File: config.mk
export PLATFORM = sky130hd
export DESIGN_NAME = spi_cmdq_master
export DESIGN_NICKNAME = d
export VERILOG_FILES = /design/src/rtl/spim_pkg.sv /design/src/rtl/spim_fifo.sv /design/src/rtl/spim_engine.sv /design/src/rtl/spi_cmdq_master.sv
export SDC_FILE = /design/constraint.sdc
export NUM_CORES = 1
export LEC_CHECK = 0
export BUFFER_PORTS_ARGS = -buffer_cell sky130_fd_sc_hd__buf_2
export CAP_MARGIN = 20
export CORE_UTILIZATION = 55
export DETAILED_ROUTE_END_ITERATION = 10
export PLACE_DENSITY_LB_ADDON = 0.08
export SLEW_MARGIN = 10
export SYNTH_ARGS = -nofsm -noshare
export SYNTH_HDL_FRONTEND = slang
export SYNTH_HIERARCHICAL = 1
export SYNTH_SLANG_ARGS = --single-unit
File: constraint.sdc
create_clock -name clk -period 3.5 [get_ports clk]
set_input_delay 0.35 -clock clk [delete_from_list [all_inputs] [get_ports clk]]
set_output_delay 0.35 -clock clk [all_outputs]
set_load 0.01 [all_outputs]
File: src/rtl/spim_pkg.sv
package spim_pkg;
  localparam int unsigned WORD_W = 32;
  localparam int unsigned FS_W   = 5;

  typedef struct packed {
    logic            txmask;
    logic            rxmask;
    logic            hold;
    logic [FS_W-1:0] fs;
  } spim_cmd_t;

  typedef enum logic [2:0] {
    ST_IDLE, ST_LEAD, ST_SHIFT, ST_LAG, ST_GAP
  } spim_state_t;

  // Command word fields: [10] tx mask, [9] rx mask, [8] hold, [4:0] bits-1
  function automatic spim_cmd_t spim_decode(input logic [WORD_W-1:0] w);
    spim_cmd_t c;
    c.txmask = w[10];
    c.rxmask = w[9];
    c.hold   = w[8];
    c.fs     = w[FS_W-1:0];
    return c;
  endfunction

  // Ones in bit positions 0..fs
  function automatic logic [WORD_W-1:0] spim_frame_mask(input logic [FS_W-1:0] fs);
    logic [WORD_W-1:0] m;
    for (int i = 0; i < WORD_W; i++) m[i] = (i <= int'(fs));
    return m;
  endfunction
endpackage

File: src/rtl/spim_fifo.sv
module spim_fifo #(
  parameter int W     = 33,
  parameter int DEPTH = 4,
  localparam int AW   = (DEPTH > 1) ? $clog2(DEPTH) : 1,
  localparam int CW   = $clog2(DEPTH + 1)
) (
  input  logic          clk,
  input  logic          rst_n,
  input  logic          push,
  input  logic          pop,
  input  logic [W-1:0]  din,
  output logic [W-1:0]  dout,
  output logic [CW-1:0] count
);
  logic [W-1:0]  mem [DEPTH];
  logic [AW-1:0] wp, rp;
  logic          do_push, do_pop;

  assign do_push = push && (count != CW'(DEPTH));
  assign do_pop  = pop && (count != '0);
  assign dout    = mem[rp];

  function automatic logic [AW-1:0] nxt(input logic [AW-1:0] p);
    return (p == AW'(DEPTH - 1)) ? '0 : p + AW'(1);
  endfunction

  always_ff @(posedge clk) begin
    if (do_push) mem[wp] <= din;
  end

  always_ff @(posedge clk or negedge rst_n) begin
    if (!rst_n) begin
      wp    <= '0;
      rp    <= '0;
      count <= '0;
    end else begin
      if (do_push) wp <= nxt(wp);
      if (do_pop)  rp <= nxt(rp);
      count <= count + CW'(do_push) - CW'(do_pop);
    end
  end
endmodule

File: src/rtl/spim_engine.sv
module spim_engine
  import spim_pkg::*;
#(
  parameter int SCK_DIV = 2,
  parameter int LEAD_T  = 2,
  parameter int LAG_T   = 2,
  parameter int GAP_T   = 2,
  localparam int DIV_W  = $clog2(SCK_DIV) + 1,
  localparam int DLY_W  = $clog2(LEAD_T + LAG_T + GAP_T + 1)
) (
  input  logic              clk,
  input  logic              rst_n,
  input  logic              head_vld,
  input  logic              head_cmd,
  input  logic [WORD_W-1:0] head_word,
  output logic              pop,
  input  logic              miso,
  output logic              sck,
  output logic              mosi,
  output logic              cs_n,
  output logic              word_done,
  output logic              frame_done,
  output logic              xfer_done,
  output logic              rx_push,
  output logic [WORD_W-1:0] rx_word,
  output logic              busy,
  output logic              act_rxmask
);
  spim_state_t       state;
  spim_cmd_t         cmd_r, hd;
  logic [WORD_W-1:0] tx_sh, rx_sh;
  logic [FS_W-1:0]   bit_cnt;
  logic [DLY_W-1:0]  dly;
  logic [DIV_W-1:0]  div_cnt;
  logic              ph, tick, go_frame, go_lag, last_bit;

  assign tick     = (div_cnt == DIV_W'(SCK_DIV - 1));
  assign hd       = spim_decode(head_word);
  assign pop      = (state == ST_IDLE) && head_vld;
  assign go_frame = pop && (!head_cmd || hd.txmask);
  assign go_lag   = pop && head_cmd && !hd.txmask && !hd.hold && !cs_n;
  assign last_bit = (bit_cnt == cmd_r.fs);

  assign word_done  = (state == ST_SHIFT) && tick && ph && last_bit;
  assign frame_done = (state == ST_LAG) && tick && (dly == DLY_W'(LAG_T - 1));
  assign xfer_done  = (state == ST_GAP) && tick && (dly == DLY_W'(GAP_T - 1)) && !head_vld;
  assign rx_push    = word_done && !cmd_r.rxmask;
  assign rx_word    = rx_sh & spim_frame_mask(cmd_r.fs);
  assign busy       = (state != ST_IDLE) || !cs_n;
  assign mosi       = !cs_n && tx_sh[cmd_r.fs];
  assign act_rxmask = cmd_r.rxmask;

  always_ff @(posedge clk or negedge rst_n) begin
    if (!rst_n) div_cnt <= '0;
    else        div_cnt <= tick ? '0 : div_cnt + DIV_W'(1);
  end

  always_ff @(posedge clk or negedge rst_n) begin
    if (!rst_n) begin
      state   <= ST_IDLE;
      cmd_r   <= '{txmask: 1'b0, rxmask: 1'b0, hold: 1'b0, fs: FS_W'(7)};
      cs_n    <= 1'b1;
      sck     <= 1'b0;
      tx_sh   <= '0;
      rx_sh   <= '0;
      bit_cnt <= '0;
      dly     <= '0;
      ph      <= 1'b0;
    end else begin
      unique case (state)
        ST_IDLE: begin
          if (pop && head_cmd) cmd_r <= hd;
          if (go_frame) begin
            tx_sh   <= head_cmd ? '0 : head_word;
            rx_sh   <= '0;
            bit_cnt <= '0;
            ph      <= 1'b0;
            dly     <= '0;
            if (cs_n) begin
              cs_n  <= 1'b0;
              state <= ST_LEAD;
            end else begin
              state <= ST_SHIFT;
            end
          end else if (go_lag) begin
            dly   <= '0;
            state <= ST_LAG;
          end
        end
        ST_LEAD: if (tick) begin
          if (dly == DLY_W'(LEAD_T - 1)) begin
            dly   <= '0;
            state <= ST_SHIFT;
          end else dly <= dly + DLY_W'(1);
        end
        ST_SHIFT: if (tick) begin
          if (!ph) begin
            sck   <= 1'b1;
            rx_sh <= {rx_sh[WORD_W-2:0], miso};
            ph    <= 1'b1;
          end else begin
            sck <= 1'b0;
            ph  <= 1'b0;
            if (last_bit) begin
              cmd_r.txmask <= 1'b0;
              dly          <= '0;
              state        <= cmd_r.hold ? ST_IDLE : ST_LAG;
            end else begin
              bit_cnt <= bit_cnt + FS_W'(1);
              tx_sh   <= tx_sh << 1;
            end
          end
        end
        ST_LAG: if (tick) begin
          if (frame_done) begin
            cs_n  <= 1'b1;
            dly   <= '0;
            state <= ST_GAP;
          end else dly <= dly + DLY_W'(1);
        end
        ST_GAP: if (tick) begin
          if (dly == DLY_W'(GAP_T - 1)) state <= ST_IDLE;
          else                          dly   <= dly + DLY_W'(1);
        end
        default: state <= ST_IDLE;
      endcase
    end
  end
endmodule

File: src/rtl/spi_cmdq_master.sv
module spi_cmdq_master
  import spim_pkg::*;
#(
  parameter int TX_DEPTH = 4,
  parameter int RX_DEPTH = 4,
  parameter int TX_WM    = 1,
  parameter int RX_WM    = 0,
  parameter int SCK_DIV  = 2,
  parameter int LEAD_T   = 2,
  parameter int LAG_T    = 2,
  parameter int GAP_T    = 2,
  localparam int TCW     = $clog2(TX_DEPTH + 1),
  localparam int RCW     = $clog2(RX_DEPTH + 1)
) (
  input  logic              clk,
  input  logic              rst_n,
  input  logic              wr_en,
  input  logic              wr_cmd,
  input  logic [WORD_W-1:0] wr_word,
  input  logic              rd_en,
  output logic [WORD_W-1:0] rd_word,
  input  logic [2:0]        flag_clr,
  output logic              wcf,
  output logic              fcf,
  output logic              tcf,
  output logic              busy,
  output logic              tx_req,
  output logic              rx_rdy,
  output logic              sck,
  output logic              mosi,
  input  logic              miso,
  output logic              cs_n
);
  logic [WORD_W:0]   tx_head;
  logic [TCW-1:0]    tx_cnt;
  logic [RCW-1:0]    rx_cnt;
  logic              tx_pop, ev_word, ev_frame, ev_xfer, ev_rxpush, eng_rxmask;
  logic [WORD_W-1:0] rx_word;

  spim_fifo #(.W(WORD_W + 1), .DEPTH(TX_DEPTH)) u_txq (
    .clk(clk), .rst_n(rst_n), .push(wr_en), .pop(tx_pop),
    .din({wr_cmd, wr_word}), .dout(tx_head), .count(tx_cnt)
  );

  spim_fifo #(.W(WORD_W), .DEPTH(RX_DEPTH)) u_rxq (
    .clk(clk), .rst_n(rst_n), .push(ev_rxpush), .pop(rd_en),
    .din(rx_word), .dout(rd_word), .count(rx_cnt)
  );

  spim_engine #(.SCK_DIV(SCK_DIV), .LEAD_T(LEAD_T), .LAG_T(LAG_T), .GAP_T(GAP_T)) u_eng (
    .clk(clk), .rst_n(rst_n),
    .head_vld(tx_cnt != '0), .head_cmd(tx_head[WORD_W]), .head_word(tx_head[WORD_W-1:0]),
    .pop(tx_pop), .miso(miso), .sck(sck), .mosi(mosi), .cs_n(cs_n),
    .word_done(ev_word), .frame_done(ev_frame), .xfer_done(ev_xfer),
    .rx_push(ev_rxpush), .rx_word(rx_word), .busy(busy), .act_rxmask(eng_rxmask)
  );

  assign tx_req = (tx_cnt <= TCW'(TX_WM));
  assign rx_rdy = (rx_cnt > RCW'(RX_WM));

  // Sticky flags; a new event wins over a same-cycle clear
  always_ff @(posedge clk or negedge rst_n) begin
    if (!rst_n) begin
      wcf <= 1'b0;
      fcf <= 1'b0;
      tcf <= 1'b0;
    end else begin
      wcf <= ev_word  | (wcf & ~flag_clr[0]);
      fcf <= ev_frame | (fcf & ~flag_clr[1]);
      tcf <= ev_xfer  | (tcf & ~flag_clr[2]);
    end
  end
endmodule

== After elaboration in Yosys (flattened, before gate mapping) ==
Memory sizes are Yosys's and may differ from the RTL's.
Cells that the tools add are included.
W data, S select, Z words.

* Add/sub/neg operators: 11
* $lt $le $gt $ge: 34
* Equal/unequal tests: 27
* Mux-type cells: 59
* Bitwise logic cells: 10
* Reduce and logical (&&, ||, !) cells: 43

{| class="wikitable"
|+ Operator list
! kind !! count
|-
| $mux W32 || 8
|-
| $pmux W32 S2 || 2
|-
| $le A5 B5 Y1 const A || 16
|-
| $mux W3 || 22
|-
| $le A4 B5 Y1 const A || 8
|-
| $and A32 B32 Y32 || 1
|-
| $pmux W3 S5 || 2
|-
| $le A3 B5 Y1 const A || 4
|-
| $logic_and A1 B1 Y1 || 20
|-
| $mux W5 || 4
|-
| $ne A2 B1 Y1 const B || 8
|-
| $mux W2 || 7
|-
| $add A2 B1 Y2 const B || 5
|-
| $le A2 B5 Y1 const A || 2
|-
| $mux W1 || 10
|-
| $ne A2 B2 Y1 const B || 5
|-
| $pmux W5 S2 || 1
|-
| $reduce_and A10 Y1 || 1
|-
| $reduce_and A9 Y1 || 1
|-
| $reduce_bool A3 Y1 || 3
|-
| $eq A2 B2 Y1 const B || 4
|-
| $reduce_and A4 Y1 || 2
|-
| $add A3 B1 Y3 || 2
|-
| $eq A3 B1 Y1 const B || 2
|-
| 26 further kinds || 44
|}

* Register bits after elaboration: 104
* Memory bits (writable): 260
* Output and inout bits: 41
* Memories: 2

{| class="wikitable"
|+ Memory list
! name !! depth !! bits a word !! read ports !! clocked after Yosys merged registers in !! write ports !! RTL line !! source
|-
| u_txq.mem || 4 || 33 || 1 || 0 || 1 || spim_fifo.sv:15 || <nowiki>logic [W-1:0] mem [DEPTH];</nowiki>
|-
| u_rxq.mem || 4 || 32 || 1 || 0 || 1 || spim_fifo.sv:15 ||
|}

== Depth between registers and ports, before layout ==
Gate-level depths: netlist of run 1.

* Word-level depth: 9
* Mapped depth: 13
* Mapped depth without buffers: 12

== By module ==
The synthesis of run 1 kept the hierarchy.

{| class="wikitable"
|+ Modules (own cells, without submodules)
! module !! instances !! cells each !! area an instance (um^2) !! seq. area each (um^2)
|-
| spim_fifo (u_txq) || 1 || 215 || 5288.8 || 4139.0
|-
| spim_fifo (u_rxq) || 1 || 210 || 5113.7 || 4018.9
|-
| spim_engine || 1 || 479 || 4765.8 || 2182.1
|-
| spi_cmdq_master || 1 || 12 || 125.1 || 75.1
|}

== Least setup slack after synthesis of run 1 ==
No wires, ideal clock.

* Kind: register to register
* Start point: register u_eng/cmd_r[2] (netlist name)
* End point: register u_rxq.count[2]
* Library setup time: 0.124 ns
* Arrival: 2.996 ns
* Required time: 3.376 ns
* Setup slack: 0.380 ns
* Stages on the path, launching flop included: 14
* Path through: dfstp_2 > buf_2 > xor2_1 > nor3_4 > nand2_1 > nor4b_1 > nand2_1 > ha_1 > inv_1 > ha_1 > inv_1 > fa_1 > xnor2_1 > xnor2_1

* Word-level cells in the longest chain between the ends: 6

{| class="wikitable"
|+ RTL lines
! item !! RTL line !! source
|-
| from (decl) || spim_engine.sv:30 || <nowiki>spim_cmd_t cmd_r, hd;</nowiki>
|-
| from (signal assigned) || spim_engine.sv:61 || <nowiki>cmd_r <= '{txmask: 1'b0, rxmask: 1'b0, hold: 1'b0, fs: FS_W'(7)};</nowiki>
|-
| $eq A5 B5 Y1 || spim_engine.sv:42 || <nowiki>assign last_bit = (bit_cnt == cmd_r.fs);</nowiki>
|-
| $logic_and A1 B1 Y1 || spim_engine.sv:44 || <nowiki>assign word_done = (state == ST_SHIFT) && tick && ph && last_bit;</nowiki>
|-
| $logic_and A1 B1 Y1 || spim_engine.sv:47 || <nowiki>assign rx_push = word_done && !cmd_r.rxmask;</nowiki>
|-
| named net ev_rxpush || spi_cmdq_master.sv:37 || <nowiki>logic tx_pop, ev_word, ev_frame, ev_xfer, ev_rxpush, eng_rxmask;</nowiki>
|-
| $logic_and A1 B1 Y1 || spim_fifo.sv:19 || <nowiki>assign do_push = push && (count != CW'(DEPTH));</nowiki>
|-
| $add A3 B1 Y3 || spim_fifo.sv:39 || <nowiki>count <= count + CW'(do_push) - CW'(do_pop);</nowiki>
|-
| $sub A3 B1 Y3 || spim_fifo.sv:39 ||
|-
| to (signal assigned) || spim_fifo.sv:39 ||
|-
| to (decl) || spim_fifo.sv:13 || <nowiki>output logic [CW-1:0] count</nowiki>
|}

The timed path passes the listed nets, and every way through them passes these cells.
A chain may end at the register's enable or synchronous reset.

== Worst setup path after layout of run 1 ==
Same ends and word-level chain as after synthesis.

==> results of run 1 <==
## through the flow
| step | instance area [µm²] | hold slack (ns) | worst slack (ns) |
|---|---|---|---|
| 3_3_place_gp | 16000 | 0.396 | 0.322 |
| 5_1_grt | 17200 | 0.0376 | 0.201 |
| 3_5_place_dp | 16000 | 0.397 | 0.217 |
| 4_1_cts | 17200 | 0.0273 | 0.195 |
| 2_1_floorplan | 15300 | 0.0544 | 0.380 |
| 6_report | 17200 | 0.0462 | 0.461 |
## registers in the layout, indices dropped and copies added (netlist names), 2 cells and up
name	flops
u_rxq/rp	2
u_eng/cmd_r	6
u_rxq/count	3
u_eng/div_cnt	2
u_eng/rx_sh	32
u_txq/mem	132
u_rxq/mem	128
u_txq/rp	2
u_txq/wp	2
u_txq/count	3
u_eng/state	3
u_rxq/wp	2
u_eng/bit_cnt	5
u_eng/tx_sh	32
u_eng/dly	3
## repair_timing
action / in CTS / in global routing
gates resized for setup: 0 / 1
setup buffers: 0 / 0
hold endpoints to repair: 42 / 0
setup endpoints to repair: 0 / 1
hold buffers: 1 / 0
## cell usage in the layout, fill, tap and decap left out, types with 5 or more instances in the layout
master | netlist | layout
mux4_2 | 53 | 53
o21ai_0 | 7 | 7
nand2_1 | 26 | 26
dfrtp_1 | 100 | 98
buf_2 | 15 | 80
mux2i_1 | 5 | 5
buf_4 | 6 | 22
o21a_1 | 6 | 6
inv_1 | 23 | 23
a21oi_1 | 105 | 105
a22o_1 | 32 | 32
ha_1 | 17 | 17
nor2_1 | 27 | 27
edfxtp_1 | 260 | 260
and2_1 | 8 | 8
nor2b_1 | 11 | 11
clkbuf_16 | 0 | 41
xor2_1 | 5 | 5
clkbuf_1 | 24 | 18
mux2_2 | 13 | 13
nor3b_1 | 35 | 35
a21o_1 | 5 | 5
mux4_1 | 18 | 18
and3_1 | 11 | 11
clkinv_2 | 0 | 5
## metal layers
layer / up-vias / track usage / routed length (µm)
li1: 3775 / - / -
met1: 4180 / 0.268 / 12000
met2: 190 / 0.363 / 14700
met3: 48 / 0.0292 / 1170
met4: 2 / 0.0660 / 643
met5: - / 0 / 8
## worst register-to-register path, delay by kind of cell (launching register included)
family                     cells  cell delay [ns]
adders and majority gates      3             0.79
DFF                            1             0.72
xor gates and xnor gates       3             0.43
and+or+nand+nor                4             0.87
buffers and inverters          2             0.09
## worst paths after layout
check | startpoint | slack, ns | end | cells past startpoint
hold reg to reg | fcf$_DFF_PN0_ | 0.47 | fcf$_DFF_PN0_ | 1
max in group asynchronous | rst_n | 2.31 | u_eng/cmd_r[0]$_DFFE_PN1P_ | 3
hold / removal | wr_word[15] | 0.05 | u_txq/mem[2][15]$_DFFE_PP_ | 1
setup reg to reg | u_eng/cmd_r[2]$_DFFE_PN1P_ | 0.46 | u_rxq/count[2]$_DFF_PN0_ | 12
setup / recovery | u_eng/cmd_r[2]$_DFFE_PN1P_ | 0.46 | u_rxq/count[2]$_DFF_PN0_ | 12
min in group asynchronous | rst_n | 0.38 | u_rxq/rp[1]$_DFFE_PN0P_ | 2
## report_power, final
group	total, mW	switching, mW	leakage [nW]	internal (mW)
clock	3.79	1.54	0.574	2.25
sequential	5.94	0.541	3.43	5.40
combinational	4.46	2.58	2.05	1.87
total	14.2	4.67	6.05	9.51
## cells by family after synthesis
group                    count (synthesis)
AO/OA/AOI/OAI                          186
flip-flops                             364
XOR/XNOR                                 9
AND/OR/NAND/NOR                        165
adder cells (fa/ha/maj)                 19
multiplexers                            90
buffers and inverters                   83
## layout make-up
type	instances	area share
repair buffers	104	0.0347
clock inverters	10	0.00408
well taps	372	0.0271
clock buffers	60	0.0644
flip-flops and latches	364	0.606
inverters	24	0.00524
multi-input cells	469	0.258
==> impl_metrics.toml, run 1 <==
[clock_network]
cts_tree = "done"
cts-root-buf = "clkbuf_16"
insertion_delay_ns = 0.52
cts.sinks = 364
h-tree-depth = 2
cts.clk_slew.worst_paths_ns = 0.06
clockBufferDepth = 3
numCtsBuffers = 38

[worst_setup_path]
critPathRequiredTime_ns = 3.90
start_kind = "flop"
cp_max_fo = 17
slowest_stage = "dfstp_2"
end_kind = "flop"
crit_chain = "xor2_1 > nor3_4 > nand2_1 > nor4b_2 > nand2_1 > ha_1 > inv_1 > ha_1 > inv_1 > fa_1 > xnor2_1 > xnor2_1"
cp_top_family = "simple AND/OR/NAND/NOR gates"
max_stage_delay_ns = 0.72
path_buf_inv = 2
worstPathArrival_ns = 3.44
critical_path_class = "flop to flop"

[final_layout]
drive_gt1_frac = 0.237
nFillCells = 1967
multiInputGateArea_um2 = 4440
nNetsFinal = 1061
diodes = 0
utilization = 0.634
fin_cells = 1403
area_growth_pct = 12.4
final-seq-area_um2 = 10400

[synthesis]
syn_inst = 916
synth_top_area_share = 0.511
synth_compound_gate_area_share = 0.0771
ys_top_cells_by_area = "edfxtp_1 51%, dfrtp_1 16%, mux4_2 7.8%, a21oi_1 3.4%, mux4_1 3.1%"
synth_edf_count = 260
yosys.area_share.simple = 0.0679
ys_async_sr_fraction = 0.286
yosys_warnings = 6
ys_ff_latch = 364
synth.most_common_cell = "edfxtp_1"
synth.distinct_cells = 70
synth-seq-area-share = 0.681
syn_avg_cell_area_um2 = 16.7
synth_fp_nets = 976
synth_xor_area_frac = 0.00515
synth_common_cells = "260 x edfxtp_1, 105 x a21oi_1, 100 x dfrtp_1, 53 x mux4_2, 35 x nor3b_1"
synth_fa_ha_area_frac = 0.0165
synthFlopType = "edfxtp_1"
synth.largest_area_cell = "edfxtp_1"
synth.cell_area_um2 = 15300
synth_top_family_by_area = "multiplexers"
muxShareOfSynthArea = 0.123

[place]
placed_cells = 1332
portBuffers = 81
place.gp.congestion = 0.824
dp_hpwl_um = 17400

[hold_path]
hold_path.class = "primary input to flop"

[die]
ios = 82
die_h_um = 169
start_util = 0.564
dieArea_um2 = 28500
rows = 60
coreArea_um2 = 27100
fp.dieW_um = 169

[timing]
setup_viol = 0
slew_viol_final = 0
clock_skew_ns = 0.0122
tightest_slew_ns = 0.972
finalCriticalPeriod_ns = 3.04
rsz0062_at_grt = "no"
max-slew-margin-rel = 0.352
fin_tns_setup_ns = 0
fmax_mhz = 329
post-route-period-util = 0.868
hold_violations = 0

[outcome]
status = "complete, no violations"

[drt]
drc_errors = 0
vias = 8195
routedWlPerCell_um = 20.3
drt_iter0_drc = 498
drt-total-wl_um = 28500
viasPerCell = 5.84
drt_first_pass_iters = 5
ant_nets = 0

[power]
irDropWorstVdd_mv = 0.466
total_power_mw = 14.2
power_leakage_nw = 6.05
p_per_area_nw_per_um2 = 825

[global_routing]
grt_overflow_total = 0
track_usage = 0.207
grt_pass1_vias = 8264
grt_max_degree = 63
antenna_found_initial = 1
grt_pass1_wl_um = 45400

[run]
cap_violations = 0
No activity file was read; power rests on OpenSTA's default activity.
==> run 2: changes to the inputs <==
clock period = 3.2 ns   (was 3.5 ns; I/O delays follow)
==> impl_metrics.toml, run 2 (same netlist as run 1, synthesis figures left out) <==
[place]
placed_cells = 1344
portBuffers = 81
dp_hpwl_um = 18400
place.gp.congestion = 0.783
pre_cts_ws_ns = 0.273

[global_routing]
grt_max_degree = 63
grt_pass1_wl_um = 46900
antenna_found_initial = 1
track_usage = 0.214
grt_overflow_total = 0
grt_pass1_vias = 8517

[worst_setup_path]
crit_start = "u_eng/cmd_r[0]$_DFFE_PN1P_"
critPathRequiredTime_ns = 2.88
rr_startpoint = "u_eng/bit_cnt[2]$_DFFE_PN0P_"
cp_max_fo = 17
worstSetupEndpoint = "mosi"
start_kind = "flop"
end_kind = "output pin"
ff2ff_path_depth = 13
r2r_slack_ns = 0.36
worstPathArrival_ns = 2.57
r2r-end = "u_rxq/count[2]$_DFF_PN0_"
critical_path_class = "flop to output pin"

[die]
dieArea_um2 = 28500
start_util = 0.564
die_h_um = 169
rows = 60
ios = 82
coreArea_um2 = 27100
fp.dieW_um = 169

[timing]
setup_viol = 0
fin_tns_setup_ns = 0
max-slew-margin-rel = 0.554
finalCriticalPeriod_ns = 2.89
slew_viol_final = 0
post-route-period-util = 0.903
rsz0062_at_grt = "no"
hold_violations = 0
worst_slack_ns = 0.310
clock_skew_ns = 0.0148
tightest_slew_ns = 0.663
fmax_mhz = 346

[clock_network]
cts.sinks = 364
cts_tree = "done"
numCtsBuffers = 39
clockBufferDepth = 3
postCtsSetupRepairBufs = 0
cts-root-buf = "clkbuf_16"
h-tree-depth = 2
insertion_delay_ns = 0.53
cts.clk_slew.worst_paths_ns = 0.06

[final_layout]
layout_commonest_cell = "edfxtp_1"
regMostFlops = "u_txq/mem"
diodes = 0
nFillCells = 1965
largestRegisters = "u_txq/mem: 132 flops, u_rxq/mem: 128 flops"
area_growth_pct = 13.8
utilization = 0.642
largest_reg_flops = 132
fin_cells = 1418
nNetsFinal = 1077
drive_gt1_frac = 0.256
mostFrequentLayoutCells = "260 x edfxtp_1, 105 x a21oi_1, 98 x dfrtp_1, 80 x buf_2, 53 x mux4_2"

[drt]
drc_errors = 0
vias = 8316
drt-total-wl_um = 29400
routedWlPerCell_um = 20.7
drt_first_pass_iters = 5
drt_iter0_drc = 581
viasPerCell = 5.86
ant_nets = 0

[power]
p_per_area_nw_per_um2 = 907
power_leakage_nw = 6.18
irDropWorstVdd_mv = 0.522

[outcome]
status = "complete, no violations"

[hold_path]
hold_path.class = "primary input to flop"

[run]
cap_violations = 0
[run 2: changes by cell type in the layout (fill, tap and decap cells not counted), moves of 2 or more]
cell | before | now
clkbuf_1 | 18 | 5
buf_4 | 22 | 31
clkinv_2 | 5 | 12
buf_12 | 1 | 4
dlygate4sd3_1 | 1 | 4
clkbuf_8 | 1 | 3
inv_6 | 0 | 2
[run 2: layout make-up]
type	count	area (µm²)	area share
inverters	24	90.1	0.00518
multi-input cells	469	4440	0.255
clock inverters	22	173	0.00992
flip-flops and latches	364	10400	0.599
well taps	372	465	0.0268
repair buffers	119	753	0.0433
clock buffers	48	1060	0.0610
[run 2: worst min path at each step]
| stage | start | end | slack, ns | cells after the start |
|---|---|---|---|---|
| 2_1_floorplan | rst_n | fcf$_DFF_PN0_ | 0.02 | 0 |
| 3_3_place_gp | rst_n | u_rxq/rp[1]$_DFFE_PN0P_ | 0.39 | 1 |
| 3_5_place_dp | rst_n | u_rxq/rp[1]$_DFFE_PN0P_ | 0.39 | 1 |
| 4_1_cts | wr_word[15] | u_txq/mem[1][15]$_DFFE_PP_ | 0.002 | 1 |
| 5_1_grt | wr_word[5] | u_txq/mem[2][5]$_DFFE_PP_ | 0.007 | 1 |
| 6_report | wr_word[22] | u_txq/mem[2][22]$_DFFE_PP_ | 0.02 | 1 |
[run 2: worst max-delay path, stage by stage, from the launching register on]
cell and delay [ns]:
dfstp_2 0.53, buf_4 0.29, mux4_2 0.55, nor3b_1 0.15
nor4_1 0.23, a211oi_1 0.13, buf_2 0.16
[run 2: metrics by stage]
| step | total power [mW] | hold WS [ns] | cell area, µm² |
|---|---|---|---|
| after global placement | 11.5 | 0.385 | 16100 |
| after floorplan | 10.3 | 0.0244 | 15300 |
| after global routing | 16.6 | 0.00690 | 17400 |
| after detailed placement | 11.6 | 0.393 | 16100 |
| after CTS | 15.9 | 0.00188 | 17400 |
| final | 15.8 | 0.0164 | 17400 |
[run 2: power breakdown]
part	internal, mW	total [mW]	switching, mW
Combinational	2.13	5.08	2.95
Clock	2.52	4.28	1.76
Sequential	5.89	6.42	0.522
Total	10.5	15.8	5.23
[run 2: what timing repair did]
| action | in CTS | in global routing |
|---|---|---|
| hold buffers | 4 | 0 |
| hold endpoints to repair | 56 | 0 |
| resized for setup | 0 | 1 |
| endpoints found under the setup margin | 0 | 1 |
[run 2: metal layers]
metal  global-route usage  share of wire
met1                0.279           0.42
met2                0.373           0.52
met3               0.0292          0.036
met4               0.0700          0.024
met5                    0              0
